### config.mk
export PLATFORM = sky130hd
export DESIGN_NAME = dptr_bank
export DESIGN_NICKNAME = d
export VERILOG_FILES = /design/src/rtl/dptr_pkg.sv /design/src/rtl/dptr_step.sv /design/src/rtl/dptr_slot.sv /design/src/rtl/dptr_decode.sv /design/src/rtl/dptr_bank.sv
export SDC_FILE = /design/constraint.sdc
export NUM_CORES = 1
export LEC_CHECK = 0
export BUFFER_PORTS_ARGS = -buffer_cell sky130_fd_sc_hd__buf_2
export CORE_MARGIN = 2
export CORE_UTILIZATION = 55
export CTS_BUF_LIST = sky130_fd_sc_hd__clkbuf_2
export CTS_CLUSTER_DIAMETER = 150
export DETAILED_ROUTE_END_ITERATION = 7
export GPL_ROUTABILITY_DRIVEN = 0
export MAX_ROUTING_LAYER = met4
export PLACE_DENSITY = 0.73
export SLEW_MARGIN = 20
export SYNTH_ARGS = -nofsm -noshare
export SYNTH_HDL_FRONTEND = slang
export SYNTH_HIERARCHICAL = 1
export SYNTH_SLANG_ARGS = --single-unit
### constraint.sdc
create_clock -name clk -period 4.1 [get_ports clk]
set_clock_uncertainty 0.15 [all_clocks]
set_input_delay 0.41 -clock clk [delete_from_list [all_inputs] [get_ports clk]]
set_output_delay 0.41 -clock clk [all_outputs]
set_load 0.05 [all_outputs]
### src/rtl/dptr_pkg.sv
package dptr_pkg;
    localparam int BYTE_W    = 8;
    localparam int PTR_BYTES = 3;
    localparam int PTR_W     = BYTE_W * PTR_BYTES;
    localparam int N_PTR     = 4;
    localparam int SEL_W     = $clog2(N_PTR);
    localparam int N_DIR     = 2;              // pointers 2 and 3 carry a direction bit
    localparam int FIRST_DIR = N_PTR - N_DIR;  // index of first pointer with direction bit

    typedef logic [BYTE_W-1:0] byte_t;
    typedef logic [PTR_W-1:0]  ptr_t;

    typedef enum logic [1:0] {
        LANE_LO  = 2'd0,
        LANE_MID = 2'd1,
        LANE_HI  = 2'd2
    } lane_e;

    // address tables, pointer i at bits [i*8 +: 8]
    localparam logic [N_PTR*BYTE_W-1:0] DEF_LO_ADDRS  = {8'hF4, 8'hF2, 8'h84, 8'h82};
    localparam logic [N_PTR*BYTE_W-1:0] DEF_MID_ADDRS = {8'hF5, 8'hF3, 8'h85, 8'h83};
    localparam logic [N_PTR*BYTE_W-1:0] DEF_HI_ADDRS  = {8'hF9, 8'hF8, 8'h87, 8'h86};
    localparam byte_t                   DEF_DIR_ADDR  = 8'hF6;
endpackage

### src/rtl/dptr_step.sv
module dptr_step
    import dptr_pkg::*;
#(
    parameter int W = PTR_W
) (
    input  logic [W-1:0] cur,
    input  logic         down,
    output logic [W-1:0] nxt
);
    localparam logic [W-1:0] ONE = {{(W-1){1'b0}}, 1'b1};

    always_comb begin
        if (down) nxt = cur - ONE;
        else      nxt = cur + ONE;
    end
endmodule

### src/rtl/dptr_slot.sv
module dptr_slot
    import dptr_pkg::*;
#(
    parameter int BW = BYTE_W,
    parameter int NB = PTR_BYTES,
    localparam int W = BW * NB
) (
    input  logic          clk,
    input  logic          rst_n,
    input  logic [NB-1:0] byte_we,
    input  logic [BW-1:0] wdata,
    input  logic          step_en,
    input  logic          step_dn,
    output logic [W-1:0]  q
);
    logic [W-1:0] stepped;
    logic [W-1:0] d;

    dptr_step #(.W(W)) u_step (
        .cur  (q),
        .down (step_dn),
        .nxt  (stepped)
    );

    always_comb begin
        d = q;
        if (|byte_we) begin
            for (int b = 0; b < NB; b++) begin
                if (byte_we[b]) d[b*BW +: BW] = wdata;
            end
        end else if (step_en) begin
            d = stepped;
        end
    end

    always_ff @(posedge clk) begin
        if (!rst_n) q <= '0;
        else        q <= d;
    end
endmodule

### src/rtl/dptr_decode.sv
module dptr_decode
    import dptr_pkg::*;
#(
    parameter int                         NP        = N_PTR,
    parameter int                         BW        = BYTE_W,
    parameter logic [NP*BW-1:0]           LO_ADDRS  = DEF_LO_ADDRS,
    parameter logic [NP*BW-1:0]           MID_ADDRS = DEF_MID_ADDRS,
    parameter logic [NP*BW-1:0]           HI_ADDRS  = DEF_HI_ADDRS,
    parameter logic [BW-1:0]              DIR_ADDR  = DEF_DIR_ADDR
) (
    input  logic [BW-1:0]          addr,
    output logic [NP*PTR_BYTES-1:0] byte_hit,   // pointer i, lane b at i*PTR_BYTES+b
    output logic                   dir_hit
);
    for (genvar i = 0; i < NP; i++) begin : g_ptr
        assign byte_hit[i*PTR_BYTES + LANE_LO]  = (addr == LO_ADDRS[i*BW +: BW]);
        assign byte_hit[i*PTR_BYTES + LANE_MID] = (addr == MID_ADDRS[i*BW +: BW]);
        assign byte_hit[i*PTR_BYTES + LANE_HI]  = (addr == HI_ADDRS[i*BW +: BW]);
    end

    assign dir_hit = (addr == DIR_ADDR);
endmodule

### src/rtl/dptr_bank.sv
module dptr_bank
    import dptr_pkg::*;
#(
    parameter logic [N_PTR*BYTE_W-1:0] LO_ADDRS  = DEF_LO_ADDRS,
    parameter logic [N_PTR*BYTE_W-1:0] MID_ADDRS = DEF_MID_ADDRS,
    parameter logic [N_PTR*BYTE_W-1:0] HI_ADDRS  = DEF_HI_ADDRS,
    parameter logic [BYTE_W-1:0]       DIR_ADDR  = DEF_DIR_ADDR
) (
    input  logic              clk,
    input  logic              rst_n,
    input  logic [BYTE_W-1:0] sfr_addr,
    input  logic              sfr_wr,
    input  logic [BYTE_W-1:0] sfr_wdata,
    output logic [BYTE_W-1:0] sfr_rdata,
    output logic              sfr_hit,
    input  logic [SEL_W-1:0]  sel,
    input  logic              inc_stb,
    output logic [PTR_W-1:0]  dptr_out
);
    localparam int RSV_W = BYTE_W - N_DIR;

    logic [N_PTR*PTR_BYTES-1:0] byte_hit;
    logic                       dir_hit;
    logic [N_DIR-1:0]           dir_q;     // [1] pointer 3, [0] pointer 2
    logic [N_PTR-1:0][PTR_W-1:0] ptr_q;

    dptr_decode #(
        .NP        (N_PTR),
        .BW        (BYTE_W),
        .LO_ADDRS  (LO_ADDRS),
        .MID_ADDRS (MID_ADDRS),
        .HI_ADDRS  (HI_ADDRS),
        .DIR_ADDR  (DIR_ADDR)
    ) u_dec (
        .addr     (sfr_addr),
        .byte_hit (byte_hit),
        .dir_hit  (dir_hit)
    );

    for (genvar i = 0; i < N_PTR; i++) begin : g_slot
        logic dn;
        if (i >= FIRST_DIR) begin : g_dir
            assign dn = dir_q[i-FIRST_DIR];
        end else begin : g_up
            assign dn = 1'b0;
        end

        dptr_slot #(.BW(BYTE_W), .NB(PTR_BYTES)) u_slot (
            .clk     (clk),
            .rst_n   (rst_n),
            .byte_we ({PTR_BYTES{sfr_wr}} & byte_hit[i*PTR_BYTES +: PTR_BYTES]),
            .wdata   (sfr_wdata),
            .step_en (inc_stb && (sel == SEL_W'(i))),
            .step_dn (dn),
            .q       (ptr_q[i])
        );
    end

    always_ff @(posedge clk) begin
        if (!rst_n)                dir_q <= '0;
        else if (sfr_wr && dir_hit) dir_q <= sfr_wdata[BYTE_W-1 -: N_DIR];
    end

    always_comb begin
        sfr_rdata = '0;
        for (int i = 0; i < N_PTR; i++) begin
            for (int b = 0; b < PTR_BYTES; b++) begin
                if (byte_hit[i*PTR_BYTES + b]) sfr_rdata = ptr_q[i][b*BYTE_W +: BYTE_W];
            end
        end
        if (dir_hit) sfr_rdata = {dir_q, {RSV_W{1'b1}}};
    end

    assign sfr_hit  = (|byte_hit) | dir_hit;
    assign dptr_out = ptr_q[sel];
endmodule

# Word-level counts from Yosys, hierarchy flattened
# Cells that the tools add are included.
# word_totals
out_inout_bits	33
romBits	0
word_cells	117
latch_bits	0
in_bits	22
ff_bits	98
memories	0
ram_bits	0
# op_classes
n_div	0
n_eq_ne	28
muxes	37
multipliers	0
magnitude_cmp	1
bitwise_logic	5
reduce_logical	27
n_addsub	6
shifts	0
# ops
op	n
24-bit two-way mux	11
8-bit two-way mux	25
8-bit == test, second input constant	13
24-bit by 1-bit adder with 24-bit output, second input constant	4
24-bit binary-select mux with 2-bit select	1
24-bit by 1-bit subtractor with 24-bit output, second input constant	2
2-bit by 1-bit inequality test with 1-bit output, second input constant	12
2-bit AND reduction	12
3-bit bitwise AND	4
12-bit OR reduction	1
3-bit OR reduction	4
2-bit nonzero test	4
1-bit logical AND	5
2-bit == test, second input constant	2
2-bit by 3-bit less-than comparator with 1-bit output, second input constant	1
2-bit by 1-bit == test with 1-bit output, second input constant	1
2-bit zero test	1
1-bit OR	1

# Depth between registers and ports, before layout
# Gate-level depths: netlist of run 1.
# logic_depth
ltp_word	14
ltp_mapped	10
ltp_nobuf	10

# Cells and area by module
# Netlist of run 1, hierarchy kept.
# modules_own_cells
mod	cells_per_inst	instances	area_each_um2	seq_area_each_um2
dptr_slot	137	4	1111.1	480.5
dptr_step at g_slot[1].u_slot.u_step ...	171	3	1231.2	0.0
dptr_bank	187	1	1551.5	40.0
dptr_step at g_slot[0].u_slot.u_step	189	1	1326.3	0.0
dptr_decode	23	1	171.4	0.0

# Worst setup path after synthesis of run 1
# No wires, ideal clock.
# synth_timing
kind	input-to-output
startpoint	input sfr_addr[0]
endpoint	output sfr_rdata[5]
slack_ns	0.169
stages	8
t_arrival_ns	3.371
n_path_buf	1
cell_sequence	clkbuf_1 -> nand2_1 -> nor4_1 -> nand2b_1 -> o221ai_1 -> o21ai_0 -> o21ba_1 -> o31ai_1
# synth_lines
item	line	text
from (decl)	dptr_bank.sv:11	input logic [BYTE_W-1:0] sfr_addr,
8-bit == test	dptr_decode.sv:17	assign byte_hit[i*PTR_BYTES + LANE_MID] = (addr == MID_ADDRS[i*BW +: BW]);
net byte_hit[7]	dptr_bank.sv:22	logic [N_PTR*PTR_BYTES-1:0] byte_hit;
8-bit two-way mux (5 in series)	dptr_bank.sv:68	if (byte_hit[i*PTR_BYTES + b]) sfr_rdata = ptr_q[i][b*BYTE_W +: BYTE_W];
8-bit two-way mux	dptr_bank.sv:71	if (dir_hit) sfr_rdata = {dir_q, {RSV_W{1'b1}}};
to (decl)	dptr_bank.sv:14	output logic [BYTE_W-1:0] sfr_rdata,
# The timed path passes the listed nets, and every way through them passes these cells.

# Final worst setup path of run 1
# layout_timing
startpoint	input sfr_addr[4]
endpoint	output sfr_rdata[4]
# layout_lines
item	line	text
8-bit == test	dptr_decode.sv:16	assign byte_hit[i*PTR_BYTES + LANE_LO] = (addr == LO_ADDRS[i*BW +: BW]);
net byte_hit[3]	dptr_bank.sv:22	
8-bit two-way mux (9 in series)	dptr_bank.sv:68	
8-bit two-way mux	dptr_bank.sv:71	
# The timed path passes the listed nets, and every way through them passes these cells.

==> results.sh, run 1 <==
export IMPL_whs_path_depth=3
export IMPL_numClockSinks=98
export IMPL_min_period_ps=3899
export IMPL_clk_pin_slew_worst_paths_ps=270
export IMPL_syn_inst=1460
export IMPL_reg2reg_depth=10
export IMPL_fin_util_pct=58.61
export IMPL_finalPower_w=0.002002
export IMPL_hp_class="in -> reg"
export IMPL_drive_above_1_share_pct=12.33
export IMPL_rows=52
export IMPL_grt_pass1_wl_mm=56.49
export IMPL_die_h_um=146.6
export IMPL_ys_types=80
export IMPL_h_tree_depth=3
export IMPL_wl_per_cell_um=20.03
export IMPL_cp_num_buf_inv=2
export IMPL_place_hpwl_mm=27.89
export IMPL_io_pin_count=55
export IMPL_ff2ff_setup_slack_ps=790
export IMPL_cts_setup_buffers=0
export IMPL_syn_to_final_growth_pct=5.335
export IMPL_crit_type="in -> out"
export IMPL_avgSynthCellArea_um2=7.662
export IMPL_multi_input_area_um2=8835
export IMPL_clockBufferDepth=2
export IMPL_fin_nets=1636
export IMPL_routed_via_density=6.510
export IMPL_ys_seq_area_share_pct=17.54
export IMPL_mostFrequentLayoutCells="226 x a21oi_1, 177 x nand2_1, 136 x o21ai_0"
export IMPL_synth_edf_count=0
export IMPL_post_route_period_util_pct=95.11
export IMPL_ys_flop_type="dfxtp_1"
export IMPL_layout_cells_non_filler=1797
export IMPL_path_cells="buf_2, or4b_4, nor4_2, or2_0, a221oi_1, o31ai_1, a21boi_0, o21ai_0, buf_2"
export IMPL_drtIter0Drc=1256
export IMPL_violations="design-rule violations"
export IMPL_clock_root_buffer="clkbuf_2"
export IMPL_synth_xor_area_share_pct=5.872
export IMPL_layout_commonest_cell="a21oi_1"
export IMPL_setup_viol=0
export IMPL_cp_common_cell="buf_2"
export IMPL_outcome="complete, but fails checks"
export IMPL_slowest_stage="or4b_4"
export IMPL_finalMaxSlewViolations=0
export IMPL_cap_viol_max_count=0
export IMPL_synth_compound_area_share_pct=34.84
export IMPL_worstReg2RegStart="dir_q[1]"
export IMPL_start_util_pct=55.64
export IMPL_power_density_nw_per_um2=169.9
export IMPL_portBuffers=54
export IMPL_grt_start_max_net_pins=84
export IMPL_cts_tree="done"
export IMPL_crit_required_ps=3540
export IMPL_grt_setup_unrepaired="no"
export IMPL_synthArstFlopShare_pct=0
export IMPL_dieWidth_um=146.6
export IMPL_insertion_delay_ps=660
export IMPL_min_to="g_slot[3].u_slot/q[19]"
export IMPL_detail_route_antenna_nets=0
export IMPL_muxShareOfSynthArea_pct=5.100
export IMPL_synth_simple_area_share_pct=20.94
export IMPL_grt_total_usage_pct=33.76
export IMPL_antenna_found_initial=2
export IMPL_max_stage_delay_ps=590
export IMPL_nFillCells=1945
export IMPL_end_kind="output pin"
export IMPL_ir_drop_v=0.0001115
export IMPL_crit_path_start_kind="primary input"
export IMPL_crit_arrival_ps=3340
export IMPL_cts_buffers_inserted=9
export IMPL_setup_tns_ps=0
export IMPL_maxClockFrequency_mhz=256.4
export IMPL_synth_area_um2=11190
export IMPL_worstMarginPinSlew_ps=863.0
export IMPL_synth_seq_cells=98
export IMPL_placedCellCount=1779
export IMPL_final_cell_area_um2=11780
export IMPL_wirelength_mm=36.00
export IMPL_max_slew_margin_pct=42.46
export IMPL_synth_top_family_by_area="compound AO/OA/AOI/OAI gates"
export IMPL_synthAdderAreaFrac_pct=10.56
export IMPL_num_vias=11700
export IMPL_placed_cell_area_um2=11680
export IMPL_die_area_um2=21500
export IMPL_r2r_end="g_slot[3].u_slot/q[14]"
export IMPL_grt_pass1_vias=10490
export IMPL_min_from="sfr_wdata[3]"
export IMPL_power_leakage_nw=4.805
export IMPL_path_delay_family="simple AND/OR/NAND/NOR gates"
export IMPL_route_detailed_drc=15
export IMPL_synth_warnings=6
export IMPL_first_pass_iters=8
export IMPL_area_sequential_um2=1962
export IMPL_cts_resized=0
export IMPL_hold_viol_final=0
export IMPL_overflow=0
export IMPL_core_um2=20100
export IMPL_path_max_fanout=9
[cell usage after synthesis (8+ instances only)]
| cell type | number | area (µm²) |
|---|---|---|
| nor3_1 | 26 | 130.1 |
| a21oi_2 | 39 | 341.6 |
| a21oi_1 | 226 | 1131 |
| buf_2 | 21 | 105.1 |
| xnor2_1 | 50 | 437.9 |
| nand2b_1 | 14 | 87.58 |
| nand2_1 | 177 | 664.4 |
| dfxtp_1 | 98 | 1962 |
| a211oi_1 | 13 | 97.59 |
| a31oi_1 | 15 | 93.84 |
| nand3_1 | 15 | 75.07 |
| nand4_1 | 22 | 137.6 |
| o22ai_1 | 11 | 68.82 |
| nor3b_4 | 12 | 225.2 |
| o21ai_0 | 136 | 680.7 |
| and3_1 | 8 | 50.05 |
| inv_1 | 51 | 191.4 |
| or3_1 | 15 | 93.84 |
| nor2b_1 | 11 | 68.82 |
| mux4_2 | 24 | 540.5 |
| ha_1 | 88 | 1101 |
| xor2_1 | 25 | 219.0 |
| a221oi_1 | 24 | 210.2 |
| and2_1 | 18 | 112.6 |
| o21a_1 | 12 | 90.09 |
| buf_6 | 14 | 157.7 |
| a21o_1 | 40 | 300.3 |
| or3b_1 | 12 | 105.1 |
| nor2_1 | 72 | 270.3 |
| o21ai_1 | 11 | 55.05 |
| clkbuf_1 | 24 | 90.09 |
| nor4_1 | 9 | 56.30 |
[cells by family (layout without fill, tap and decap cells)]
family | count (synthesis) | in the layout
compound gates | 610 | 610
xor+xnor | 75 | 75
fa+ha+maj | 92 | 92
buf+inv | 114 | 132
flops | 98 | 98
mux | 27 | 27
other cells | 1 | 50
simple gates | 443 | 443
[per-layer routing]
| metal | up-vias | share of wire, % | track usage [%] |
|---|---|---|---|
| met2 | 569 | 43 | 51.08 |
| met5 | - | 0 | - |
| met3 | 125 | 10 | 7.406 |
| met4 | 0 | 4.4 | 12.96 |
| met1 | 5441 | 42 | 44.07 |
| li1 | 5563 | - | - |
[sequential cells by signal, summed over array words and instances, names as in the netlist]
| signal | flops |
|---|---|
| dir_q | 2 |
| g_slot.u_slot/q | 96 |
[worst max path at each step]
stage / start / slack (ps) / cells past startpoint / to
after floorplan: sfr_addr[0] / 170 / 8 / sfr_rdata[5]
after global placement: sfr_addr[4] / 410 / 9 / sfr_rdata[7]
after detailed placement: sfr_addr[4] / 350 / 9 / sfr_rdata[7]
after CTS: sfr_addr[4] / 340 / 9 / sfr_rdata[7]
after global routing: sfr_addr[4] / 130 / 9 / sfr_rdata[4]
final: sfr_addr[4] / 200 / 9 / sfr_rdata[4]
[cell type report]
cell class	count	share of cell area [%]
clock buffers	9	0.3822
clock inverters	5	0.2761
well taps	270	2.867
repair buffers	67	3.185
inverters	51	1.625
diodes	2	0.04247
multi-input cells	1295	74.97
flip-flops and latches	98	16.65
[worst min-delay path, stage by stage]
cell     delay, ps
buf_2          230
o21ai_0        200
a21oi_1         50
[per-stage QoR]
| stage | hold WS, ps | worst slack, ps |
|---|---|---|
| 5_1_grt | 28.07 | 130.1 |
| 6_report | 65.37 | 200.6 |
| 4_1_cts | 40.24 | 343.6 |
| 3_5_place_dp | 348.7 | 347.2 |
| 2_1_floorplan | 306.3 | 168.7 |
| 3_3_place_gp | 344.6 | 406.9 |
[where the power goes]
part           leakage (nW)  internal (W)  switching, W
logic                  3.96      0.000203      0.000354
registers             0.793      0.000979     0.0000450
clock network        0.0477     0.0000718      0.000350
[repair_timing]
action / CTS / global route
setup endpoints to repair: 0 / 0
hold buffers: 2 / 0
hold endpoints to repair: 2 / 0
Power figures use the tool's default switching activity.
==> run 2, diff against run 1 <==
- BUFFER_PORTS_ARGS: -buffer_cell sky130_fd_sc_hd__buf_2 -> unset
- DONT_BUFFER_PORTS: unset -> 1
- PLACE_DENSITY: 0.73 -> 0.7
==> results.sh, run 2 (same netlist as run 1, synthesis figures left out) <==
export IMPL_grt_setup_unrepaired="no"
export IMPL_hold_viol_final=0
export IMPL_min_period_ps=3604
export IMPL_clockBufferDepth=2
export IMPL_placed_cell_area_um2=11480
export IMPL_cts_tree="done"
export IMPL_grt_pass1_vias=10600
export IMPL_area_sequential_um2=1962
export IMPL_worstMarginPinSlew_ps=980.7
export IMPL_rows=52
export IMPL_grt_total_usage_pct=35.15
export IMPL_nFillCells=1921
export IMPL_core_um2=20100
export IMPL_h_tree_depth=3
export IMPL_antenna_found_initial=2
export IMPL_path_cells="or4b_4, nor4_2, nand2b_1, o22ai_1, o31a_1, or3_1, a21oi_2, buf_4"
export IMPL_die_area_um2=21500
export IMPL_detail_route_antenna_nets=0
export IMPL_drive_above_1_share_pct=9.846
export IMPL_path_delay_family="simple AND/OR/NAND/NOR gates"
export IMPL_wl_per_cell_um=21.01
export IMPL_die_h_um=146.6
export IMPL_max_stage_delay_ps=580
export IMPL_largest_reg_flops=96
export IMPL_mostFrequentLayoutCells="226 x a21oi_1, 177 x nand2_1, 134 x o21ai_0"
export IMPL_dieWidth_um=146.6
export IMPL_power_density_nw_per_um2=177.1
export IMPL_top_register="g_slot.u_slot/q"
export IMPL_portBuffers=0
export IMPL_overflow=0
export IMPL_largestRegisters="g_slot.u_slot/q: 96 flops, dir_q: 2 flops"
export IMPL_cts_buffers_inserted=9
export IMPL_wirelength_mm=37.12
export IMPL_final_cell_area_um2=11770
export IMPL_crit_required_ps=3540
export IMPL_end_kind="output pin"
export IMPL_outcome="finished, final reports clean"
export IMPL_fin_nets=1602
export IMPL_multi_input_area_um2=8846
export IMPL_cap_viol_max_count=0
export IMPL_setup_tns_ps=0
export IMPL_setup_viol=0
export IMPL_grt_start_max_net_pins=99
export IMPL_layout_commonest_cell="a21oi_1"
export IMPL_ir_drop_v=0.0001425
export IMPL_num_vias=11660
export IMPL_hp_class="in -> reg"
export IMPL_power_leakage_nw=4.674
export IMPL_io_pin_count=55
export IMPL_slowest_stage="or4b_4"
export IMPL_numClockSinks=98
export IMPL_crit_path_start_kind="primary input"
export IMPL_finalMaxSlewViolations=0
export IMPL_post_route_period_util_pct=87.91
export IMPL_cp_num_buf_inv=1
export IMPL_insertion_delay_ps=660
export IMPL_crit_arrival_ps=3040
export IMPL_crit_type="in -> out"
export IMPL_cts_resized=0
export IMPL_clk_pin_slew_worst_paths_ps=300
export IMPL_grt_pass1_wl_mm=58.63
export IMPL_maxClockFrequency_mhz=277.5
export IMPL_syn_to_final_growth_pct=5.189
export IMPL_route_detailed_drc=0
export IMPL_clock_root_buffer="clkbuf_2"
export IMPL_drtIter0Drc=967
export IMPL_max_slew_margin_pct=34.41
export IMPL_routed_via_density=6.599
export IMPL_place_hpwl_mm=28.21
export IMPL_path_max_fanout=7
export IMPL_start_util_pct=55.64
export IMPL_first_pass_iters=6
==> run 2: cell types whose count changed in the layout (fill, tap and decap cells not counted), moves of 2 or more <==
cell / change
buf_2: -53
buf_4: +7
diode_2: +2
dlygate4sd3_1: +11
o21ai_0: -2
o21ai_1: +2
==> run 2: timing repair <==
| action | 4_1_cts | 5_1_grt |
|---|---|---|
| endpoints found under the hold margin | 98 | 0 |
| hold buffers | 14 | 0 |
| buffers inserted | 0 | 0 |
==> run 2: final timing paths <==
path / start / to / slack [ps] / cells after the start
worst max register to register: dir_q[1] / g_slot[3].u_slot/q[22] / 820 / 10
worst max-delay path: sfr_addr[4] / sfr_rdata[7] / 500 / 8
worst min-delay path: sel[1] / g_slot[0].u_slot/q[11] / 80 / 4
worst min register to register: g_slot[1].u_slot/q[21] / g_slot[1].u_slot/q[21] / 390 / 2
==> run 2: worst min-delay path, stage by stage <==
cell	delay (ps)
nor3b_1	80
nor3b_4	200
a21oi_1	140
a21oi_1	70
==> run 2: cell type report <==
class / instances / area share [%]
well taps: 270 / 2.871
flip-flops and latches: 98 / 16.67
multi-input cells: 1295 / 75.17
inverters: 51 / 1.627
diodes: 4 / 0.08506
repair buffers: 33 / 2.552
clock buffers: 9 / 0.3828
clock inverters: 7 / 0.6380
==> run 2: report_power, final <==
part	switching, W	internal, W	leakage, nW
clock network	0.000374	0.000147	0.0723
logic	0.000337	0.000202	3.81
registers	0.0000445	0.000980	0.793
==> run 2: routing by layer <==
| layer | track usage [%] | vias up | routed length (µm) |
|---|---|---|---|
| li1 | - | 5504 | - |
| met3 | 7.438 | 137 | 3574 |
| met1 | 45.19 | 5471 | 15580 |
| met5 | - | - | 0 |
| met2 | 53.76 | 549 | 16060 |
| met4 | 14.51 | 0 | 1893 |
==> run 2: through the flow <==
stage / power, W / setup slack [ps] / util, % / hold slack [ps] / cells
6_report: 0.002084 / 495.8 / 58.53 / 77.36 / 1767
4_1_cts: 0.002064 / 575.9 / 58.48 / 37.99 / 1763
5_1_grt: 0.002178 / 447.5 / 58.51 / 26.75 / 1765
3_3_place_gp: 0.001501 / 577.7 / 57.10 / 345.8 / 1733
2_1_floorplan: 0.001438 / 168.7 / - / 306.3 / 1507
3_5_place_dp: 0.001506 / 585.9 / 57.10 / 354.3 / 1733
==> run 3, diff against run 2 <==
- GPL_TIMING_DRIVEN: unset -> 0
==> results.sh, run 3 (same netlist as run 1, synthesis figures left out) <==
export IMPL_die_area_um2=21500
export IMPL_placedCellCount=1777
export IMPL_cp_num_buf_inv=1
export IMPL_clkPwrFrac_pct=23.4
export IMPL_cap_viol_max_count=0
export IMPL_crit_arrival_ps=3380
export IMPL_p_seq_share_pct=49.5
export IMPL_portBuffers=0
export IMPL_place_hpwl_mm=29.27
export IMPL_syn_to_final_growth_pct=6.990
export IMPL_numClockSinks=98
export IMPL_switching_share_pct=37.99
export IMPL_antenna_found_initial=3
export IMPL_die_h_um=146.6
export IMPL_maxClockFrequency_mhz=254.0
export IMPL_grt_total_usage_pct=36.27
export IMPL_finalPower_w=0.002072
export IMPL_routed_via_density=6.580
export IMPL_pwr_share_comb_pct=27.1
export IMPL_wl_per_cell_um=21.10
export IMPL_mostFrequentLayoutCells="226 x a21oi_1, 177 x nand2_1, 134 x o21ai_0"
export IMPL_largestRegisters="g_slot.u_slot/q: 96 flops, dir_q: 2 flops"
export IMPL_finalMaxSlewViolations=0
export IMPL_setup_ws_ps=162.3
export IMPL_io_pin_count=55
export IMPL_post_route_period_util_pct=96.04
export IMPL_num_vias=11900
export IMPL_grt_pass1_wl_mm=60.33
export IMPL_p_sw_w=0.0007871
export IMPL_max_slew_margin_pct=23.13
export IMPL_largest_reg_flops=96
export IMPL_rows=52
export IMPL_h_tree_depth=3
export IMPL_ir_drop_v=0.0001184
export IMPL_dieWidth_um=146.6
export IMPL_setup_viol=0
export IMPL_path_cells="or4b_4, buf_6, nor2_1, nor2b_1, a221oi_1, o21ai_0, o21ba_1, o31ai_2"
export IMPL_cts_tree="done"
export IMPL_detail_route_antenna_nets=0
export IMPL_clockBufferDepth=2
export IMPL_p_int_w=0.001285
export IMPL_cts_setup_buffers=0
export IMPL_grt_setup_unrepaired="no"
export IMPL_layout_commonest_cell="a21oi_1"
export IMPL_first_pass_iters=7
export IMPL_post_place_ws_ps=-155.4
export IMPL_path_delay_family="simple AND/OR/NAND/NOR gates"
export IMPL_route_detailed_drc=0
export IMPL_hold_viol_final=0
export IMPL_slowest_stage="o31ai_2"
export IMPL_crit_type="in -> out"
export IMPL_multi_input_area_um2=8865
export IMPL_grt_pass1_vias=10860
export IMPL_start_util_pct=55.64
export IMPL_layout_cells_non_filler=1808
export IMPL_cts_buffers_inserted=9
export IMPL_top_register="g_slot.u_slot/q"
export IMPL_power_leakage_nw=4.764
export IMPL_clk_pin_slew_worst_paths_ps=330
export IMPL_wirelength_mm=38.15
export IMPL_core_um2=20100
export IMPL_hp_class="in -> reg"
export IMPL_crit_path_start_kind="primary input"
export IMPL_power_density_nw_per_um2=173.1
export IMPL_drive_above_1_share_pct=11.21
export IMPL_fin_nets=1643
export IMPL_drtIter0Drc=911
export IMPL_outcome="finished, final reports clean"
export IMPL_max_stage_delay_ps=900
export IMPL_path_max_fanout=8
export IMPL_whs_ps=96.38
export IMPL_clock_root_buffer="clkbuf_2"
export IMPL_min_period_ps=3938
export IMPL_end_kind="output pin"
export IMPL_overflow=0
export IMPL_area_sequential_um2=1962
export IMPL_crit_required_ps=3540
export IMPL_insertion_delay_ps=650
export IMPL_grt_start_max_net_pins=27
export IMPL_nFillCells=1919
export IMPL_worstMarginPinSlew_ps=1152
## run 3: cell types whose count changed in the layout (fill, tap and decap cells not counted), moves of 3 or more
| cell | before | now |
|---|---|---|
| o21ai_2 | 0 | 5 |
| buf_2 | 0 | 21 |
| buf_4 | 19 | 0 |
| clkbuf_1 | 0 | 24 |
| buf_6 | 0 | 14 |
| clkbuf_2 | 9 | 12 |
| o21ai_1 | 13 | 8 |
## run 3: metal layers
metal / global-route usage, % / routed length, µm / vias up
met1: 45.95 / 15980 / 5619
met4: 14.27 / 1746 / 0
met2: 55.70 / 16890 / 516
met3: 8.938 / 3533 / 169
li1: - / - / 5593
met5: - / 0 / -
## run 3: final timing paths
path                                              from                      to  slack (ps)  cells past startpoint
worst min register to register  g_slot[3].u_slot/q[21]  g_slot[3].u_slot/q[21]         400                      2
worst min-delay path                           inc_stb   g_slot[1].u_slot/q[8]         100                      5
worst max register to register                dir_q[0]  g_slot[2].u_slot/q[22]         370                     10
worst max-delay path                       sfr_addr[4]            sfr_rdata[5]         160                      8
## run 3: worst reg2reg max path: cells and delay by family (launching register included)
kind                       cells  cell delay, ps
AOI/OAI and AO/OA              6            1500
DFF                            1            1110
adders and majority gates      1             450
xor gates and xnor gates       1             180
and+or+nand+nor                1             170
buffers and inverters          1             140
## run 3: final cells by class
| class | count | area share (%) |
|---|---|---|
| clock inverters | 7 | 0.5540 |
| plain buffers | 63 | 3.188 |
| repair buffers | 11 | 0.9199 |
| multi-input cells | 1295 | 74.06 |
| well taps | 270 | 2.822 |
| flip-flops and latches | 98 | 16.39 |
| clock buffers | 9 | 0.3763 |
| inverters | 51 | 1.599 |
| diodes | 4 | 0.08363 |
## run 3: timing repair
action	in CTS	in global routing
endpoints found under the hold margin	98	0
resized for setup	3	2
setup endpoints to repair	3	2
hold buffers	11	0
## run 3: power groups by stage
stage	Clock, W	Combinational (W)	Sequential (W)
3_3_place_gp	0	0.000495	0.00104
5_1_grt	0.000535	0.000616	0.00103
3_5_place_dp	0	0.000501	0.00104
2_1_floorplan	0	0.000423	0.00101
4_1_cts	0.000491	0.000542	0.00102
6_report	0.000485	0.000561	0.00103
## run 3: metrics by stage
stage	TNS, ps	util [%]	instance area (µm²)
2_1_floorplan	0	-	11360
3_3_place_gp	-1069	58.20	11700
3_5_place_dp	-430.9	58.26	11710
4_1_cts	0	59.42	11950
5_1_grt	0	59.53	11970
6_report	0	59.53	11970
